File: src/rtl/seg_pkg.sv
package seg_pkg;

    typedef struct packed {
        logic [15:0] sel;
        logic [31:0] base;
        logic [19:0] limit;
        logic        gran;
        logic        db;
        logic        sys;
        logic [1:0]  dpl;
        logic [3:0]  typ;
        logic        present;
        logic        usable;
    } seg_entry_t;

    typedef enum logic [1:0] {
        FLT_NONE   = 2'd0,
        FLT_LIMIT  = 2'd1,
        FLT_ABSENT = 2'd2,
        FLT_NULL   = 2'd3
    } fault_e;

    typedef enum logic [2:0] {
        ST_IDLE,
        ST_CHECK,
        ST_RD_LO,
        ST_RD_HI,
        ST_EVAL
    } ld_state_e;

    // Assemble a cache entry from the two descriptor words.
    function automatic seg_entry_t unpack_desc(input logic [15:0] sel,
                                               input logic [31:0] lo,
                                               input logic [31:0] hi);
        seg_entry_t e;
        e.sel     = sel;
        e.base    = {hi[31:24], hi[7:0], lo[31:16]};
        e.limit   = {hi[19:16], lo[15:0]};
        e.gran    = hi[23];
        e.db      = hi[22];
        e.sys     = hi[12];
        e.dpl     = hi[14:13];
        e.typ     = hi[11:8];
        e.present = hi[15];
        e.usable  = hi[15];
        return e;
    endfunction

endpackage

File: src/rtl/seg_sel_decode.sv
module seg_sel_decode #(
    parameter int SEL_W  = 16,
    parameter int ADDR_W = 32
) (
    input  logic [SEL_W-1:0]  sel,
    input  logic [ADDR_W-1:0] ldt_base,
    input  logic [SEL_W-4:0]  ldt_max_idx,
    input  logic [ADDR_W-1:0] gdt_base,
    input  logic [SEL_W-4:0]  gdt_max_idx,
    output logic              is_null,
    output logic              over_limit,
    output logic [ADDR_W-1:0] desc_addr
);
    localparam int IDX_W = SEL_W - 3;
    localparam int PAD_W = ADDR_W - IDX_W - 3;

    logic [IDX_W-1:0] idx;
    logic             use_global;

    always_comb begin
        idx        = sel[SEL_W-1:3];
        use_global = sel[2];
        is_null    = (idx == '0) && !use_global;
        over_limit = use_global ? (idx > gdt_max_idx) : (idx > ldt_max_idx);
        desc_addr  = (use_global ? gdt_base : ldt_base)
                   + {{PAD_W{1'b0}}, idx, 3'b000};
    end
endmodule

File: src/rtl/seg_load_fsm.sv
module seg_load_fsm
    import seg_pkg::*;
#(
    parameter int NUM_SEG    = 6,
    parameter int FIRST_DATA = 2,
    parameter int SEL_W      = 16,
    parameter int ADDR_W     = 32,
    parameter int RID_W      = $clog2(NUM_SEG + 1)
) (
    input  logic              clk,
    input  logic              rst_n,
    input  logic              sel_wr,
    input  logic [RID_W-1:0]  sel_wr_reg,
    input  logic [SEL_W-1:0]  sel_wr_val,
    input  logic              is_null,
    input  logic              over_limit,
    input  logic [ADDR_W-1:0] desc_addr,
    input  logic              mem_rd_ack,
    input  logic [31:0]       mem_rd_data,
    output logic [SEL_W-1:0]  req_sel,
    output logic              mem_rd_req,
    output logic [ADDR_W-1:0] mem_rd_addr,
    output logic              busy,
    output logic              done,
    output logic              fault,
    output fault_e            fault_code,
    output logic              overlap,
    output logic              cw_en,
    output logic [RID_W-1:0]  cw_idx,
    output seg_entry_t        cw_entry
);
    localparam logic [RID_W-1:0] NUM_ID   = RID_W'(NUM_SEG);
    localparam logic [RID_W-1:0] FIRST_ID = RID_W'(FIRST_DATA);

    ld_state_e        state, nxt;
    logic [RID_W-1:0] req_reg;
    logic [31:0]      lo_q, hi_q;
    logic             accept;
    seg_entry_t       desc_v;

    assign accept = sel_wr && (state == ST_IDLE) && (sel_wr_reg < NUM_ID);

    // State register
    always_ff @(posedge clk) begin
        if (!rst_n) state <= ST_IDLE;
        else        state <= nxt;
    end

    // Request and descriptor word capture
    always_ff @(posedge clk) begin
        if (!rst_n) begin
            req_sel <= '0;
            req_reg <= '0;
            lo_q    <= '0;
            hi_q    <= '0;
        end else begin
            if (accept) begin
                req_sel <= sel_wr_val;
                req_reg <= sel_wr_reg;
            end
            if (state == ST_RD_LO && mem_rd_ack) lo_q <= mem_rd_data;
            if (state == ST_RD_HI && mem_rd_ack) hi_q <= mem_rd_data;
        end
    end

    // Next-state logic
    always_comb begin
        nxt = state;
        unique case (state)
            ST_IDLE:  if (accept) nxt = ST_CHECK;
            ST_CHECK: nxt = (is_null || over_limit) ? ST_IDLE : ST_RD_LO;
            ST_RD_LO: if (mem_rd_ack) nxt = ST_RD_HI;
            ST_RD_HI: if (mem_rd_ack) nxt = ST_EVAL;
            ST_EVAL:  nxt = ST_IDLE;
            default:  nxt = ST_IDLE;
        endcase
    end

    // Outputs
    always_comb begin
        desc_v      = unpack_desc(req_sel, lo_q, hi_q);
        busy        = (state != ST_IDLE);
        overlap     = sel_wr && busy;
        mem_rd_req  = 1'b0;
        mem_rd_addr = desc_addr;
        done        = 1'b0;
        fault       = 1'b0;
        fault_code  = FLT_NONE;
        cw_en       = 1'b0;
        cw_idx      = req_reg;
        cw_entry    = '0;
        unique case (state)
            ST_IDLE: ;
            ST_CHECK: begin
                if (is_null) begin
                    if (req_reg >= FIRST_ID) begin
                        done         = 1'b1;
                        cw_en        = 1'b1;
                        cw_entry.sel = req_sel;
                    end else begin
                        fault      = 1'b1;
                        fault_code = FLT_NULL;
                    end
                end else if (over_limit) begin
                    fault      = 1'b1;
                    fault_code = FLT_LIMIT;
                end
            end
            ST_RD_LO: mem_rd_req = 1'b1;
            ST_RD_HI: begin
                mem_rd_req  = 1'b1;
                mem_rd_addr = desc_addr + ADDR_W'(4);
            end
            ST_EVAL: begin
                cw_entry = desc_v;
                if (desc_v.present) begin
                    done  = 1'b1;
                    cw_en = 1'b1;
                end else begin
                    fault      = 1'b1;
                    fault_code = FLT_ABSENT;
                end
            end
            default: ;
        endcase
    end
endmodule

File: src/rtl/seg_cache_bank.sv
module seg_cache_bank
    import seg_pkg::*;
#(
    parameter int NUM_SEG = 6,
    parameter int RID_W   = $clog2(NUM_SEG + 1)
) (
    input  logic             clk,
    input  logic             rst_n,
    input  logic             cw_en,
    input  logic [RID_W-1:0] cw_idx,
    input  seg_entry_t       cw_entry,
    input  logic [RID_W-1:0] rd_idx,
    output seg_entry_t       rd_entry
);
    localparam logic [RID_W-1:0] NUM_ID = RID_W'(NUM_SEG);

    seg_entry_t ent [NUM_SEG];

    for (genvar g = 0; g < NUM_SEG; g++) begin : g_seg
        always_ff @(posedge clk) begin
            if (!rst_n)
                ent[g] <= '0;
            else if (cw_en && cw_idx == RID_W'(g))
                ent[g] <= cw_entry;
        end
    end

    always_comb begin
        rd_entry = '0;
        for (int i = 0; i < NUM_SEG; i++)
            if (rd_idx == RID_W'(i)) rd_entry = ent[i];
        if (rd_idx >= NUM_ID) rd_entry = '0;
    end
endmodule

File: src/rtl/seg_load_unit.sv
module seg_load_unit
    import seg_pkg::*;
#(
    parameter int NUM_SEG    = 6,
    parameter int FIRST_DATA = 2,
    parameter int SEL_W      = 16,
    parameter int ADDR_W     = 32,
    parameter int RID_W      = $clog2(NUM_SEG + 1)
) (
    input  logic              clk,
    input  logic              rst_n,
    input  logic              sel_wr,
    input  logic [RID_W-1:0]  sel_wr_reg,
    input  logic [SEL_W-1:0]  sel_wr_val,
    input  logic [ADDR_W-1:0] ldt_base,
    input  logic [SEL_W-4:0]  ldt_max_idx,
    input  logic [ADDR_W-1:0] gdt_base,
    input  logic [SEL_W-4:0]  gdt_max_idx,
    output logic              mem_rd_req,
    output logic [ADDR_W-1:0] mem_rd_addr,
    input  logic              mem_rd_ack,
    input  logic [31:0]       mem_rd_data,
    output logic              busy,
    output logic              done,
    output logic              fault,
    output logic [1:0]        fault_code,
    output logic              overlap,
    input  logic [RID_W-1:0]  rd_idx,
    output logic [15:0]       rd_sel,
    output logic [31:0]       rd_base,
    output logic [19:0]       rd_limit,
    output logic              rd_gran,
    output logic              rd_db,
    output logic              rd_sys,
    output logic [1:0]        rd_dpl,
    output logic [3:0]        rd_type,
    output logic              rd_present,
    output logic              rd_usable
);
    logic [SEL_W-1:0]  req_sel;
    logic              is_null, over_limit;
    logic [ADDR_W-1:0] desc_addr;
    logic              cw_en;
    logic [RID_W-1:0]  cw_idx;
    seg_entry_t        cw_entry, rd_entry;
    fault_e            flt;

    seg_sel_decode #(.SEL_W(SEL_W), .ADDR_W(ADDR_W)) u_dec (
        .sel         (req_sel),
        .ldt_base    (ldt_base),
        .ldt_max_idx (ldt_max_idx),
        .gdt_base    (gdt_base),
        .gdt_max_idx (gdt_max_idx),
        .is_null     (is_null),
        .over_limit  (over_limit),
        .desc_addr   (desc_addr)
    );

    seg_load_fsm #(
        .NUM_SEG(NUM_SEG), .FIRST_DATA(FIRST_DATA),
        .SEL_W(SEL_W), .ADDR_W(ADDR_W), .RID_W(RID_W)
    ) u_fsm (
        .clk         (clk),
        .rst_n       (rst_n),
        .sel_wr      (sel_wr),
        .sel_wr_reg  (sel_wr_reg),
        .sel_wr_val  (sel_wr_val),
        .is_null     (is_null),
        .over_limit  (over_limit),
        .desc_addr   (desc_addr),
        .mem_rd_ack  (mem_rd_ack),
        .mem_rd_data (mem_rd_data),
        .req_sel     (req_sel),
        .mem_rd_req  (mem_rd_req),
        .mem_rd_addr (mem_rd_addr),
        .busy        (busy),
        .done        (done),
        .fault       (fault),
        .fault_code  (flt),
        .overlap     (overlap),
        .cw_en       (cw_en),
        .cw_idx      (cw_idx),
        .cw_entry    (cw_entry)
    );

    seg_cache_bank #(.NUM_SEG(NUM_SEG), .RID_W(RID_W)) u_bank (
        .clk      (clk),
        .rst_n    (rst_n),
        .cw_en    (cw_en),
        .cw_idx   (cw_idx),
        .cw_entry (cw_entry),
        .rd_idx   (rd_idx),
        .rd_entry (rd_entry)
    );

    assign fault_code = flt;
    assign rd_sel     = rd_entry.sel;
    assign rd_base    = rd_entry.base;
    assign rd_limit   = rd_entry.limit;
    assign rd_gran    = rd_entry.gran;
    assign rd_db      = rd_entry.db;
    assign rd_sys     = rd_entry.sys;
    assign rd_dpl     = rd_entry.dpl;
    assign rd_type    = rd_entry.typ;
    assign rd_present = rd_entry.present;
    assign rd_usable  = rd_entry.usable;
endmodule

File: config.mk
export PLATFORM = sky130hd
export DESIGN_NAME = seg_load_unit
export DESIGN_NICKNAME = d
export VERILOG_FILES = /design/src/rtl/seg_pkg.sv /design/src/rtl/seg_sel_decode.sv /design/src/rtl/seg_load_fsm.sv /design/src/rtl/seg_cache_bank.sv /design/src/rtl/seg_load_unit.sv
export SDC_FILE = /design/constraint.sdc
export NUM_CORES = 1
export LEC_CHECK = 0
export BUFFER_PORTS_ARGS = -buffer_cell sky130_fd_sc_hd__buf_2
export CAP_MARGIN = 20
export CORE_AREA = 5 5 262 264
export DETAILED_ROUTE_END_ITERATION = 16
export DIE_AREA = 0 0 267 269
export PLACE_DENSITY_LB_ADDON = 0.3
export SYNTH_ARGS = -nofsm -noshare
export SYNTH_HDL_FRONTEND = slang
export SYNTH_SLANG_ARGS = --single-unit
File: constraint.sdc
create_clock -name clk -period 12.9 [get_ports clk]
set_clock_uncertainty 0.2 [all_clocks]
set_input_delay 0.645 -clock clk [delete_from_list [all_inputs] [get_ports clk]]
set_output_delay 0.645 -clock clk [all_outputs]
set_load 0.02 [all_outputs]
==> summary.md <==
| Metric | Value |
|---|---|
| HP Class | in -> reg |
| Cell Area, Synth | 26180 um2 |
| Fillcell total | 6238 |
| Post-synth ARST share | 0% |
| Post-route setup slack | 6.849 ns |
| CTS Buffer Depth | 3 |
| Warning count from the yosys run | 0 |
| FF-to-FF path depth | 10 |
| Vias in the first global route | 20520 |
| Clk sink count | 552 |
| Die width | 267 um |
| First-pass GRT wire length | 126.1 mm |
| Setup crit end kind | output pin |
| Hold wc startpoint | sel_wr_val[8] |
| Post_cts resized | 0 |
| CP Max Fanout | 56 |
| Die ar. | 71820 um2 |
| Slowest cell on crit path | buf_4 |
| Vias | 20420 |
| DRT iter0 DRCs | 1979 |
| Core Box Area | 66330 um2 |
| Status | completed |
| Mean Syn Cell Area | 10.74 um2 |
| Pre-CTS setup slack | 7.472 ns |
| Final setup viols | 0 |
| Mapped Cells | 2437 |
| Final count of pins violating max slew | 0 |
| Unrepaired setup endpoints after global routing | false |
| Number of synthesized register bits | 552 |
| Syn Nets | 2626 |
| Clk Latency, worst-skew pair | 0.61 ns |
| Highest clock rate | 165.3 MHz |
| Largest cells by area after synthesis | edfxtp_1, nor2_1, dfxtp_1 |
| Most numerous cell in the Yosys netlist | nor2_1 |
| DR WL/cell | 23.90 um |
| Residual DRC count | 0 |
| Cell Count, Final, Fillers Out | 3551 |
| Hold-fix buffers, CTS | 0 |
| GRT Total Usage | 22.82% |
| Ys flop type | edfxtp_1 |
| Core Rows | 95 |
| IO buf count | 265 |
| Critical Path AT | 5.21 ns |
| Total negative slack | 0 ns |
| Die Ht | 269 um |
| Seq. cell area | 15740 um2 |
| Initial Utilization | 39.47% |
| Root buf cell | clkbuf_16 |
| Crit-path cells | buf_4 > mux2_2 > ha_1 > nand3_2 > or4_1 > a21o_1 > and2_1 > xor2_1 > nand4_1 > or3_1 > and3b_1 > xnor2_1 > buf_2 |
| Relative slew slack | 25.63% |
| Final wirelength | 84.87 mm |
| Final net count | 2814 |
| PD cells | 136.4 nW/um2 |
| CTS tree | done |
| Slowest stage delay, CP | 0.58 ns |
| Via/cell ratio | 5.749 |
| Initial antenna violation count | 13 |
| Max-Cap Viols | 0 |
| Critical path start-end classification | reg -> out |
| Fraction of layout cells with a size suffix above 1 | 16.84% |
| H-tree depth | 2 |
| VDD IR max | 0.0001092 V |
| Overall power | 4109 uW |
| Cell taking the most area after synthesis | edfxtp_1 |
| Hold path cells | 3 |
| Clk slew on worst S/H paths | 0.06 ns |
| Largest net degree at the start of global routing | 95 |
| Cells after DPL | 3440 |
| Worst r2r src | u_fsm.req_sel[2] |
| I/O Pins | 266 |
| ANT nets after route | 0 |
| TritonCTS Buffers | 55 |
| Area growth syn-to-layout | 15.06% |
| Worst slew pin tran | 1.116 ns |
| R2R Setup Slk | 7.94 ns |
| Final Hold Fails | 0 |
| CP delay by family, top | simple AND/OR/NAND/NOR gates |
| Final min period | 6.051 ns |
| Netlist cell types | 77 |
| Final worst-path cycle share | 46.91% |
| Worst Path Required | 12.06 ns |
| DRT Pass-1 Iters | 5 |
| Multi-input gate area | 9763 um2 |
| Sum of buffers and inverters on the critical path | 2 |
| Dpl hpwl | 50.92 mm |
| Post-CTS Setup Inserts | 0 |
| Sequential-to-total area share from yosys stat | 60.11% |
| Worst-case hold path end point | u_fsm.req_sel[8] |
| CP Launch Type | flip-flop |
| Grt total ovfl | 0 |
| EDFF count, synth | 468 |
| Lkg Pwr | 0.01060 uW |
| RD Place Congestion | 0.8687 |
| Synth top area share | 53.69% |
| R2r endpoint | u_bank.ent[0][22] |
| Commonest cells in the netlist | nor2_1, edfxtp_1, nand2_1, a21boi_0, clkbuf_1 |
## layout make-up
cell class / count / share of cell area [%]
Inverter: 39 / 0.4860
Multi-Input combinational cell: 1673 / 32.42
Sequential cell: 552 / 52.25
Clock inverter: 19 / 0.4237
Timing Repair Buffer: 304 / 5.409
Antenna cell: 6 / 0.04985
Clock buffer: 85 / 5.342
Tap cell: 873 / 3.627
## sequential cells by signal, indices dropped and copies added (netlist names)
signal / count
u_fsm.state: 3
u_fsm.cw_idx: 3
u_fsm.lo_q: 32
u_bank.ent: 468
u_fsm.req_sel: 16
u_fsm.hi_q: 30
## power breakdown
| group | internal, uW | switching [uW] |
|---|---|---|
| Sequential | 1990 | 36.6 |
| Combinational | 172 | 359 |
| Clock | 877 | 670 |
## layer usage
| metal | track usage [%] | wire length, um |
|---|---|---|
| met2 | 39.53 | 41210 |
| met1 | 29.28 | 33570 |
| met4 | 5.440 | 1894 |
| met5 | 0 | 85 |
| met3 | 5.292 | 8113 |
## layout by cell type, fill, tap and decap left out, types with 13 or more instances in the layout
master,n
clkbuf_1,18
ha_1,40
a221oi_1,79
buf_4,43
dfxtp_1,83
nor2_1,568
xnor2_1,20
a22o_1,77
mux2_2,18
nand3_1,13
o22ai_1,77
a21boi_0,156
xor2_1,26
nand4_1,14
nand2_1,267
inv_1,37
buf_2,261
a21o_1,19
mux2i_1,17
edfxtp_1,468
a21oi_1,99
clkbuf_16,55
## tightest hold or removal path: stages
cell	delay, ns
buf_2	0.10
nand2_1	0.04
a21boi_0	0.06
## how the worst max path moves through the flow
stage / startpoint / end / slack, ns / cells after the start
after floorplan: u_fsm.req_sel[2] / u_bank.ent[0][100] / 4.82 / 9
after global placement: u_fsm.req_sel[2] / mem_rd_addr[31] / 7.46 / 13
after detailed placement: u_fsm.req_sel[2] / mem_rd_addr[31] / 7.47 / 13
after CTS: u_fsm.req_sel[2] / mem_rd_addr[31] / 6.81 / 13
after global routing: u_fsm.req_sel[2] / mem_rd_addr[28] / 6.48 / 13
final: u_fsm.req_sel[2] / mem_rd_addr[28] / 6.85 / 13
## metrics by stage
stage | cell area (um2) | util, % | hold slack, ns
floorplan | 26180 | - | 0.2437
global placement | 28360 | 42.76 | 0.2534
detailed placement | 28360 | 42.76 | 0.2622
CTS | 30100 | 45.38 | 0.06369
global route | 30110 | 45.40 | 0.09109
finish | 30120 | 45.41 | 0.08945
## logic make-up after synthesis
group | Yosys count | synth area share [%]
buf+inv | 212 | 3.169
fa+ha+maj | 41 | 1.988
flops | 552 | 60.11
compound gates | 569 | 15.86
xor+xnor | 46 | 1.539
simple gates | 980 | 15.76
mux | 37 | 1.563
Note: power is estimated with default switching activity, not from simulation.
